[config.mk]
export PLATFORM = sky130hd
export DESIGN_NAME = gpio_mux_port
export DESIGN_NICKNAME = d
export VERILOG_FILES = /design/src/rtl/gpio_mux_pkg.sv /design/src/rtl/gpio_mux_port_ctrl.sv /design/src/rtl/gpio_mux_port_dpath.sv /design/src/rtl/gpio_mux_port.sv
export SDC_FILE = /design/constraint.sdc
export NUM_CORES = 1
export LEC_CHECK = 0
export BUFFER_PORTS_ARGS = -buffer_cell sky130_fd_sc_hd__buf_2
export CAP_MARGIN = 20
export CORE_AREA = 4 4 256 258
export CTS_CLUSTER_DIAMETER = 60
export CTS_CLUSTER_SIZE = 30
export DETAILED_ROUTE_END_ITERATION = 8
export DIE_AREA = 0 0 260 262
export GPL_TIMING_DRIVEN = 0
export PLACE_DENSITY_LB_ADDON = 0.25
export REMOVE_ABC_BUFFERS = 1
export SLEW_MARGIN = 20
export SYNTH_ARGS = -nofsm -noshare
export SYNTH_HDL_FRONTEND = slang
export SYNTH_HIERARCHICAL = 1
export SYNTH_SLANG_ARGS = --single-unit
[constraint.sdc]
create_clock -name clk -period 3.2 [get_ports clk]
set_input_delay 0.64 -clock clk [delete_from_list [all_inputs] [get_ports clk]]
set_output_delay 0.64 -clock clk [all_outputs]
set_load 0.05 [all_outputs]
[src/rtl/gpio_mux_pkg.sv]
package gpio_mux_pkg;

  typedef enum logic [2:0] {
    RD_NONE,
    RD_DIR,
    RD_DATA,
    RD_FSEL,
    RD_PSEL,
    RD_PULL
  } rdSel_e;

  // strobes from address decode to the register datapath
  typedef struct packed {
    logic   dirWr;
    logic   dataWr;
    logic   fselWr;
    logic   pselWr;
    logic   pullWr;
    logic [7:0] portIdx;
    rdSel_e rdSel;
  } portStrobe_t;

endpackage

[src/rtl/gpio_mux_port_ctrl.sv]
module gpio_mux_port_ctrl
  import gpio_mux_pkg::*;
#(
  parameter int NUM_PORTS = 8,
  parameter int ADDR_W    = 6
) (
  input  logic [ADDR_W-1:0] addr,
  input  logic              wrEn,
  output portStrobe_t       strb
);

  localparam int PULL_ADDR = NUM_PORTS * 4;

  always_comb begin
    strb = '0;
    if (int'(addr) < PULL_ADDR) begin
      strb.portIdx = 8'(addr >> 2);
      unique case (addr[1:0])
        2'd0: begin strb.dirWr  = wrEn; strb.rdSel = RD_DIR;  end
        2'd1: begin strb.dataWr = wrEn; strb.rdSel = RD_DATA; end
        2'd2: begin strb.fselWr = wrEn; strb.rdSel = RD_FSEL; end
        default: begin strb.pselWr = wrEn; strb.rdSel = RD_PSEL; end
      endcase
    end else if (int'(addr) == PULL_ADDR) begin
      strb.pullWr = wrEn;
      strb.rdSel  = RD_PULL;
    end
  end

endmodule

[src/rtl/gpio_mux_port_dpath.sv]
module gpio_mux_port_dpath
  import gpio_mux_pkg::*;
#(
  parameter int NUM_PORTS       = 8,
  parameter int PORTS_PER_GROUP = 4,
  parameter int NMI_PORT        = 1,
  parameter int NMI_BIT         = 5,
  parameter logic [NUM_PORTS*8-1:0] BUS_MASK = '0
) (
  input  logic                   clk,
  input  logic                   rstN,
  input  portStrobe_t            strb,
  input  logic [7:0]             wrData,
  output logic [7:0]             rdData,
  input  logic                   busMode,
  input  logic [NUM_PORTS*8-1:0] busOut,
  input  logic [NUM_PORTS*8-1:0] busOe,
  input  logic [NUM_PORTS*8-1:0] perAOut,
  input  logic [NUM_PORTS*8-1:0] perAOe,
  input  logic [NUM_PORTS*8-1:0] perBOut,
  input  logic [NUM_PORTS*8-1:0] perBOe,
  input  logic [NUM_PORTS*8-1:0] pinIn,
  output logic [NUM_PORTS*8-1:0] pinOut,
  output logic [NUM_PORTS*8-1:0] pinOe,
  output logic [NUM_PORTS*8-1:0] pinPullUp
);

  localparam int PIN_W      = NUM_PORTS * 8;
  localparam int NUM_GROUPS = (NUM_PORTS + PORTS_PER_GROUP - 1) / PORTS_PER_GROUP;
  localparam int NMI_IDX    = NMI_PORT * 8 + NMI_BIT;
  localparam logic [PIN_W-1:0] ONLY_MASK = PIN_W'(1) << NMI_IDX;

  logic [PIN_W-1:0]      dirQ, latchQ, fselQ, pselQ;
  logic [NUM_GROUPS-1:0] pullQ;
  logic [PIN_W-1:0]      syncA, syncB;
  logic [NUM_PORTS-1:0]  portHit;
  logic [7:0]            rdNext;
  logic [PIN_W-1:0]      rawOut, rawOe, rawPull;

  for (genvar p = 0; p < NUM_PORTS; p++) begin : g_hit
    assign portHit[p] = (strb.portIdx == 8'(p));
  end

  // register file; the input-only pin never stores a direction bit
  always_ff @(posedge clk or negedge rstN) begin
    if (!rstN) begin
      dirQ   <= '0;
      latchQ <= '0;
      fselQ  <= '0;
      pselQ  <= '0;
      pullQ  <= '0;
    end else begin
      for (int p = 0; p < NUM_PORTS; p++) begin
        if (portHit[p]) begin
          if (strb.dirWr)  dirQ[p*8 +: 8]   <= wrData & ~ONLY_MASK[p*8 +: 8];
          if (strb.dataWr) latchQ[p*8 +: 8] <= wrData;
          if (strb.fselWr) fselQ[p*8 +: 8]  <= wrData;
          if (strb.pselWr) pselQ[p*8 +: 8]  <= wrData;
        end
      end
      if (strb.pullWr) pullQ <= wrData[NUM_GROUPS-1:0];
    end
  end

  // two-flop synchroniser on every pad input
  always_ff @(posedge clk or negedge rstN) begin
    if (!rstN) begin
      syncA <= '0;
      syncB <= '0;
    end else begin
      syncA <= pinIn;
      syncB <= syncA;
    end
  end

  always_comb begin
    rdNext = '0;
    for (int p = 0; p < NUM_PORTS; p++) begin
      if (portHit[p]) begin
        case (strb.rdSel)
          RD_DIR:  rdNext = dirQ[p*8 +: 8];
          RD_DATA: rdNext = syncB[p*8 +: 8];
          RD_FSEL: rdNext = fselQ[p*8 +: 8];
          RD_PSEL: rdNext = pselQ[p*8 +: 8];
          default: ;
        endcase
      end
    end
    if (strb.rdSel == RD_PULL) rdNext = 8'(pullQ);
  end

  always_ff @(posedge clk or negedge rstN) begin
    if (!rstN) rdData <= '0;
    else       rdData <= rdNext;
  end

  // per-pin output selection: bus override, then peripheral, then latch
  for (genvar i = 0; i < PIN_W; i++) begin : g_pin
    localparam int GRP = (i / 8) / PORTS_PER_GROUP;
    logic override, selOut, selOe;
    assign override   = BUS_MASK[i] & busMode;
    assign selOut     = pselQ[i] ? perBOut[i] : perAOut[i];
    assign selOe      = pselQ[i] ? perBOe[i]  : perAOe[i];
    assign rawOut[i]  = override ? busOut[i] : (fselQ[i] ? selOut : latchQ[i]);
    assign rawOe[i]   = override ? busOe[i]  : (dirQ[i] & (fselQ[i] ? selOe : 1'b1));
    assign rawPull[i] = pullQ[GRP] & ~dirQ[i] & ~override;
  end

  assign pinOut    = rawOut  & ~ONLY_MASK;
  assign pinOe     = rawOe   & ~ONLY_MASK;
  assign pinPullUp = rawPull & ~ONLY_MASK;

endmodule

[src/rtl/gpio_mux_port.sv]
module gpio_mux_port
  import gpio_mux_pkg::*;
#(
  parameter int NUM_PORTS       = 8,
  parameter int PORTS_PER_GROUP = 4,
  parameter int NMI_PORT        = 1,
  parameter int NMI_BIT         = 5,
  parameter logic [NUM_PORTS*8-1:0] BUS_MASK = 64'h0000_0000_000F_00FF,
  localparam int ADDR_W = $clog2(NUM_PORTS * 4 + 1)
) (
  input  logic                   clk,
  input  logic                   rstN,
  input  logic [ADDR_W-1:0]      addr,
  input  logic                   wrEn,
  input  logic [7:0]             wrData,
  output logic [7:0]             rdData,
  input  logic                   busMode,
  input  logic [NUM_PORTS*8-1:0] busOut,
  input  logic [NUM_PORTS*8-1:0] busOe,
  input  logic [NUM_PORTS*8-1:0] perAOut,
  input  logic [NUM_PORTS*8-1:0] perAOe,
  input  logic [NUM_PORTS*8-1:0] perBOut,
  input  logic [NUM_PORTS*8-1:0] perBOe,
  input  logic [NUM_PORTS*8-1:0] pinIn,
  output logic [NUM_PORTS*8-1:0] pinOut,
  output logic [NUM_PORTS*8-1:0] pinOe,
  output logic [NUM_PORTS*8-1:0] pinPullUp
);

  portStrobe_t strb;

  gpio_mux_port_ctrl #(
    .NUM_PORTS(NUM_PORTS),
    .ADDR_W   (ADDR_W)
  ) u_ctrl (
    .addr (addr),
    .wrEn (wrEn),
    .strb (strb)
  );

  gpio_mux_port_dpath #(
    .NUM_PORTS      (NUM_PORTS),
    .PORTS_PER_GROUP(PORTS_PER_GROUP),
    .NMI_PORT       (NMI_PORT),
    .NMI_BIT        (NMI_BIT),
    .BUS_MASK       (BUS_MASK)
  ) u_dpath (
    .clk      (clk),
    .rstN     (rstN),
    .strb     (strb),
    .wrData   (wrData),
    .rdData   (rdData),
    .busMode  (busMode),
    .busOut   (busOut),
    .busOe    (busOe),
    .perAOut  (perAOut),
    .perAOe   (perAOe),
    .perBOut  (perBOut),
    .perBOe   (perBOe),
    .pinIn    (pinIn),
    .pinOut   (pinOut),
    .pinOe    (pinOe),
    .pinPullUp(pinPullUp)
  );

endmodule

# After elaboration in Yosys (flattened, before gate mapping)
# Cells that the tools add are included.
# totals
out_inout_bits,200
reg_bits,393
elab_cells,593
in_bits,466
# classes
bitwise_logic,202
n_eq_ne,15
order_cmp,1
muxes,304
n_reduce_logical,35
# ops
cell,n
$mux W1,282
$pmux W8 S4,8
$and A1 B1 Y1,138
$mux W8,9
$not A1 Y1,64
$reduce_and A2 Y1,32
$eq A4 B3 Y1 const B,4
$pmux W3 S3,1
$eq A4 B2 Y1 const B,2
$logic_not A8 Y1,1
$mux W4,2
$eq A3 B2 Y1 const B,2
$eq A3 B3 Y1 const B,2
$eq A6 B6 Y1 const B,1
$lt A6 B6 Y1 const B,1
$mux W3,2
$eq A4 B1 Y1 const B,1
$eq A3 B1 Y1 const B,1
$reduce_or A3 Y1,1
$eq A2 B1 Y1 const B,1
$eq A2 B2 Y1 const B,1
$logic_not A2 Y1,1

# Logic depth before layout (Yosys ltp)
# depth
ltp_word,21
mapped_depth,13
depth_no_buf,10

# Cells and area by module
# The synthesis kept the hierarchy.
# modules_own_cells
mod,seq_area_each_um2,n_inst,cells_each,area_per_inst_um2
gpio_mux_port_dpath,9809.4,1,1536,18542.8
gpio_mux_port_ctrl,0.0,1,29,235.2

# Worst setup path before layout
# No wires, ideal clock.
# synth_timing
path_type,input to register
startpoint,in addr[0]
endpoint,reg u_dpath.rdData[0]
setup_slack_ns,0.544
arrival_time_ns,2.530
stages,12
cell_sequence,inv_1 ha_1 nand4bb_2 o22ai_1 buf_4 buf_2 nand2b_1 clkbuf_1 o22ai_1 a22o_1 a211oi_1 a21oi_1
# synth_rtl
element,line_no,text
from (decl),gpio_mux_port.sv:13,"input logic [ADDR_W-1:0] addr,"
to (signal assigned),gpio_mux_port_dpath.sv:94,else rdData <= rdNext;
to (decl),gpio_mux_port_dpath.sv:14,"output logic [7:0] rdData,"

==> summary.txt <==
Logic synthesis
  – Synth top area cells: dfrtp_1 52%, mux2_2 16%, mux2i_1 8.7%
  – Post-synthesis async set-or-reset flop share: 100%
  – Synth Instances: ~1600
  – Cell Area, Synth: between 15000 and 20000 um^2
  – Post-synthesis register bit count: roughly 390
  – Post-synth cell types: 64
  – Post-synth top area share: between 50% and 60%
  – Mean Syn Cell Area: about 12 um^2
  – Top_reg_cell synth: dfrtp_1
  – Ys Warns: 6
  – Most frequent cell after synthesis: dfrtp_1
  – Area leader, netlist: dfrtp_1
  – Most common library cells after synthesis: 392 x dfrtp_1, 272 x mux2_2, 164 x mux2i_1
  – Number of flops mapped to enable cells by yosys: 0
  – Post-synthesis sequential area ratio: between 50 and 60%

Critical path
  – CP most frequent cell: buf_8
  – Setup CP Type: primary input to flip-flop
  – Setup crit end kind: flip-flop
  – Largest stage delay on the critical path: 520 ps
  – Worst Setup SP: addr[0]
  – Reg2reg setup slack: approximately 1100 ps
  – Setup crit start kind: primary input
  – Reg2Reg Launch Point: u_dpath/dirQ[29]
  – Worst Path Required: between 3000 and 4000 ps
  – Crit Path Max Fanout: 11
  – Crit path buffers/inverters: 6
  – CP Cell Sequence: buf_2 -> inv_1 -> ha_1 -> nand4bb_2 -> o32ai_4 -> buf_8 -> buf_8 -> nor3b_4 -> buf_4 -> buf_16 -> a22oi_1 -> a31o_2 -> a21oi_1 -> a311oi_2 -> o21ai_1
  – WP data arrival: approximately 3700 ps
  – Critical-path top delay cell: a311oi_2
  – Largest delay share family, worst path: compound AO/OA/AOI/OAI gates

Cells and area
  – NumNets Final: about 2600
  – Layout cells sized above 1: 46.2%
  – Layout area overhead: 28.6%

Timing
  – RSZ-0062 raised after global routing: false
  – Final setup violation count: 1
  – Final Hold Viols: 0
  – Hold WS: around 180 ps
  – Slew @ Worst Pin: between 1000 and 1500 ps
  – Max Slew Vio Count: 0
  – Fmax: 309 MHz
  – Rel. slew slack: between 20% and 30%
  – Final Critical Period: 3240 ps
  – Final worst-path cycle share: 101%
  – Skew final: between 15 and 20 ps
  – Final setup margin: -38.7 ps

Worst hold path
  – Min-delay worst type: primary input to flip-flop
  – Hold path startpoint: pinIn[21]

Clocking
  – CTS tree: built
  – Clock tree buffer depth: 3
  – # H-tree levels: 2
  – CTS Buf Count: 35
  – Worst-Skew Late Latency: 560 ps
  – Sink Count: between 300 and 400
  – Worst-path clk slew: 90 ps
  – Clk root buf: clkbuf_16

Power and ir drop
  – VDD IR-drop max: 329 uV
  – Power Internal: 7.99 mW
  – Leak pwr: 11.7 nW
  – Total power: around 11 mW
  – Clock share of power: ~40%
  – Combinational fraction of design power: about 15%
  – Net switching fraction of the power: ~30%
  – Sequential Power Share: 45.1%
  – P_sw: 3.43 mW
  – Power Density: between 400 and 500 nW/um^2

Floorplan
  – Die H: ~260 um
  – Core Area: between 60000 and 70000 um^2
  – Site row count: between 90 and 100
  – Die area: roughly 68000 um^2
  – I/O pins: 666
  – Die X: 260 um
  – Initial core utilization: between 20% and 30%

Global route
  – Largest net degree at the start of global routing: approximately 100
  – Vias in the first global route: roughly 16000
  – Gr ovfl total: 0
  – Initial antenna violation count: 7
  – First-pass GRT wire length: ~110 mm
  – Total GRT Usage: 21.9%

Status
  – Status: finished with violations
  – Failing checks: negative setup slack

Route
  – Residual DRC: 0
  – DR vias: approximately 15000
  – Final ANT Viol Nets: 0
  – Drt wl/cell: approximately 26 um
  – Final WL: a little under 80 mm
  – Pre-antenna DRT Iters: 5
  – DRT iter0 DRCs: between 900 and 1000
  – Via-per-instance ratio: 5.09

Placed design
  – Placed wire-length estimate: roughly 57 mm
  – GPL Wtd Cong: around 0.86
  – Port bufs: roughly 550

Run
  – Max-Cap Viols: 0
[worst paths after layout]
check / endpoint / cells after the start
worst max-delay path: u_dpath/rdData[5] / 15
min in group asynchronous: u_dpath/syncA[16] / 2
worst max register to register: u_dpath/rdData[5] / 6
max in group asynchronous: u_dpath/pselQ[35] / 4
worst min-delay path: u_dpath/syncA[21] / 1
worst min register to register: u_dpath/syncB[29] / 0
[per-layer routing]
layer / vias to the layer above / global-route usage (%) / share of wire [%]
li1: 6775 / - / -
met1: 7761 / 31.2 / 46
met2: 532 / 35.1 / 46
met3: 72 / 3.74 / 6.0
met4: 4 / 5.02 / 2.1
met5: - / 0 / 0.035
[state kept, by name, indices dropped and copies added, names as in the netlist]
signal and count:
u_dpath/fselQ 64, u_dpath/pselQ 64, u_dpath/syncA 64, u_dpath/syncB 64, u_dpath/dirQ 63, u_dpath/latchQ 63, u_dpath/rdData 8, u_dpath/pullQ 2
[power by group through the flow]
stage	clock (mW)	combinational, mW	sequential [mW]
5_1_grt	4.89	1.81	5.17
4_1_cts	4.71	1.71	5.16
2_1_floorplan	0	0.853	5.21
3_5_place_dp	0	1.67	5.25
6_report	4.57	1.70	5.15
3_3_place_gp	0	1.61	5.25
[layout make-up]
| class | instances | area (um^2) |
|---|---|---|
| diodes | 2 | 5.00 |
| clock buffers | 42 | 985 |
| clock inverters | 20 | 254 |
| fillers | 6245 | 38800 |
| inverters | 3 | 11.3 |
| multi-input cells | 1085 | 8700 |
| flip-flops and latches | 392 | 9810 |
| well taps | 846 | 1060 |
| repair buffers | 588 | 3320 |
[cells in the final DEF, fill, tap and decap left out, types with 5 or more instances in the layout]
cell	netlist	routed
conb_1	2	8
dfrtp_1	392	390
a22oi_1	53	53
a21boi_0	51	51
nor2b_1	64	58
clkbuf_16	0	37
a211oi_1	7	7
nand3b_1	11	11
nand2_2	28	28
o22ai_1	21	20
nor3_1	11	11
a21oi_1	77	77
buf_2	16	553
ha_1	6	6
o22a_1	5	5
buf_4	17	12
mux2i_1	164	164
nand2_1	80	80
nor2_1	82	82
nor2b_4	0	5
buf_16	0	9
o21ai_0	54	51
mux2_2	272	272
a221oi_1	8	5
o221ai_1	6	6
buf_8	0	8
[logic make-up (layout without fill, tap and decap cells)]
family,count (synthesis),in the layout,synth area share [%]
fa+ha+maj,6,6,0.400
compound gates,322,322,11.3
other cells,2,10,0.0400
buf+inv,95,653,2.43
simple gates,312,313,8.58
mux,436,436,25.1
flops,392,392,52.2
[per-stage QoR]
stage / utilization (%) / cells / cell area (um^2) / worst slack (ps) / TNS, ps
floorplan: - / 1479 / 18400 / -4660 / -35730
global placement: 35.2 / 2879 / 22200 / -17210 / -2644170
detailed placement: 36.0 / 2898 / 22700 / -1540 / -97630
CTS: 38.3 / 2976 / 24100 / 8.09 / 0
global route: 38.3 / 2976 / 24100 / 3.95 / 0
finish: 38.3 / 2978 / 24100 / -38.7 / -38.7
[timing repair]
action / CTS / global route
hold buffers: 1 / 0
resized for setup: 16 / 7
buffers inserted: 14 / 0
gates cloned: 1 / 0
endpoints found under the hold margin: 1 / 0
pin swaps: 2 / 1
endpoints found under the setup margin: 20 / 6
Power figures use the tool's default switching activity.
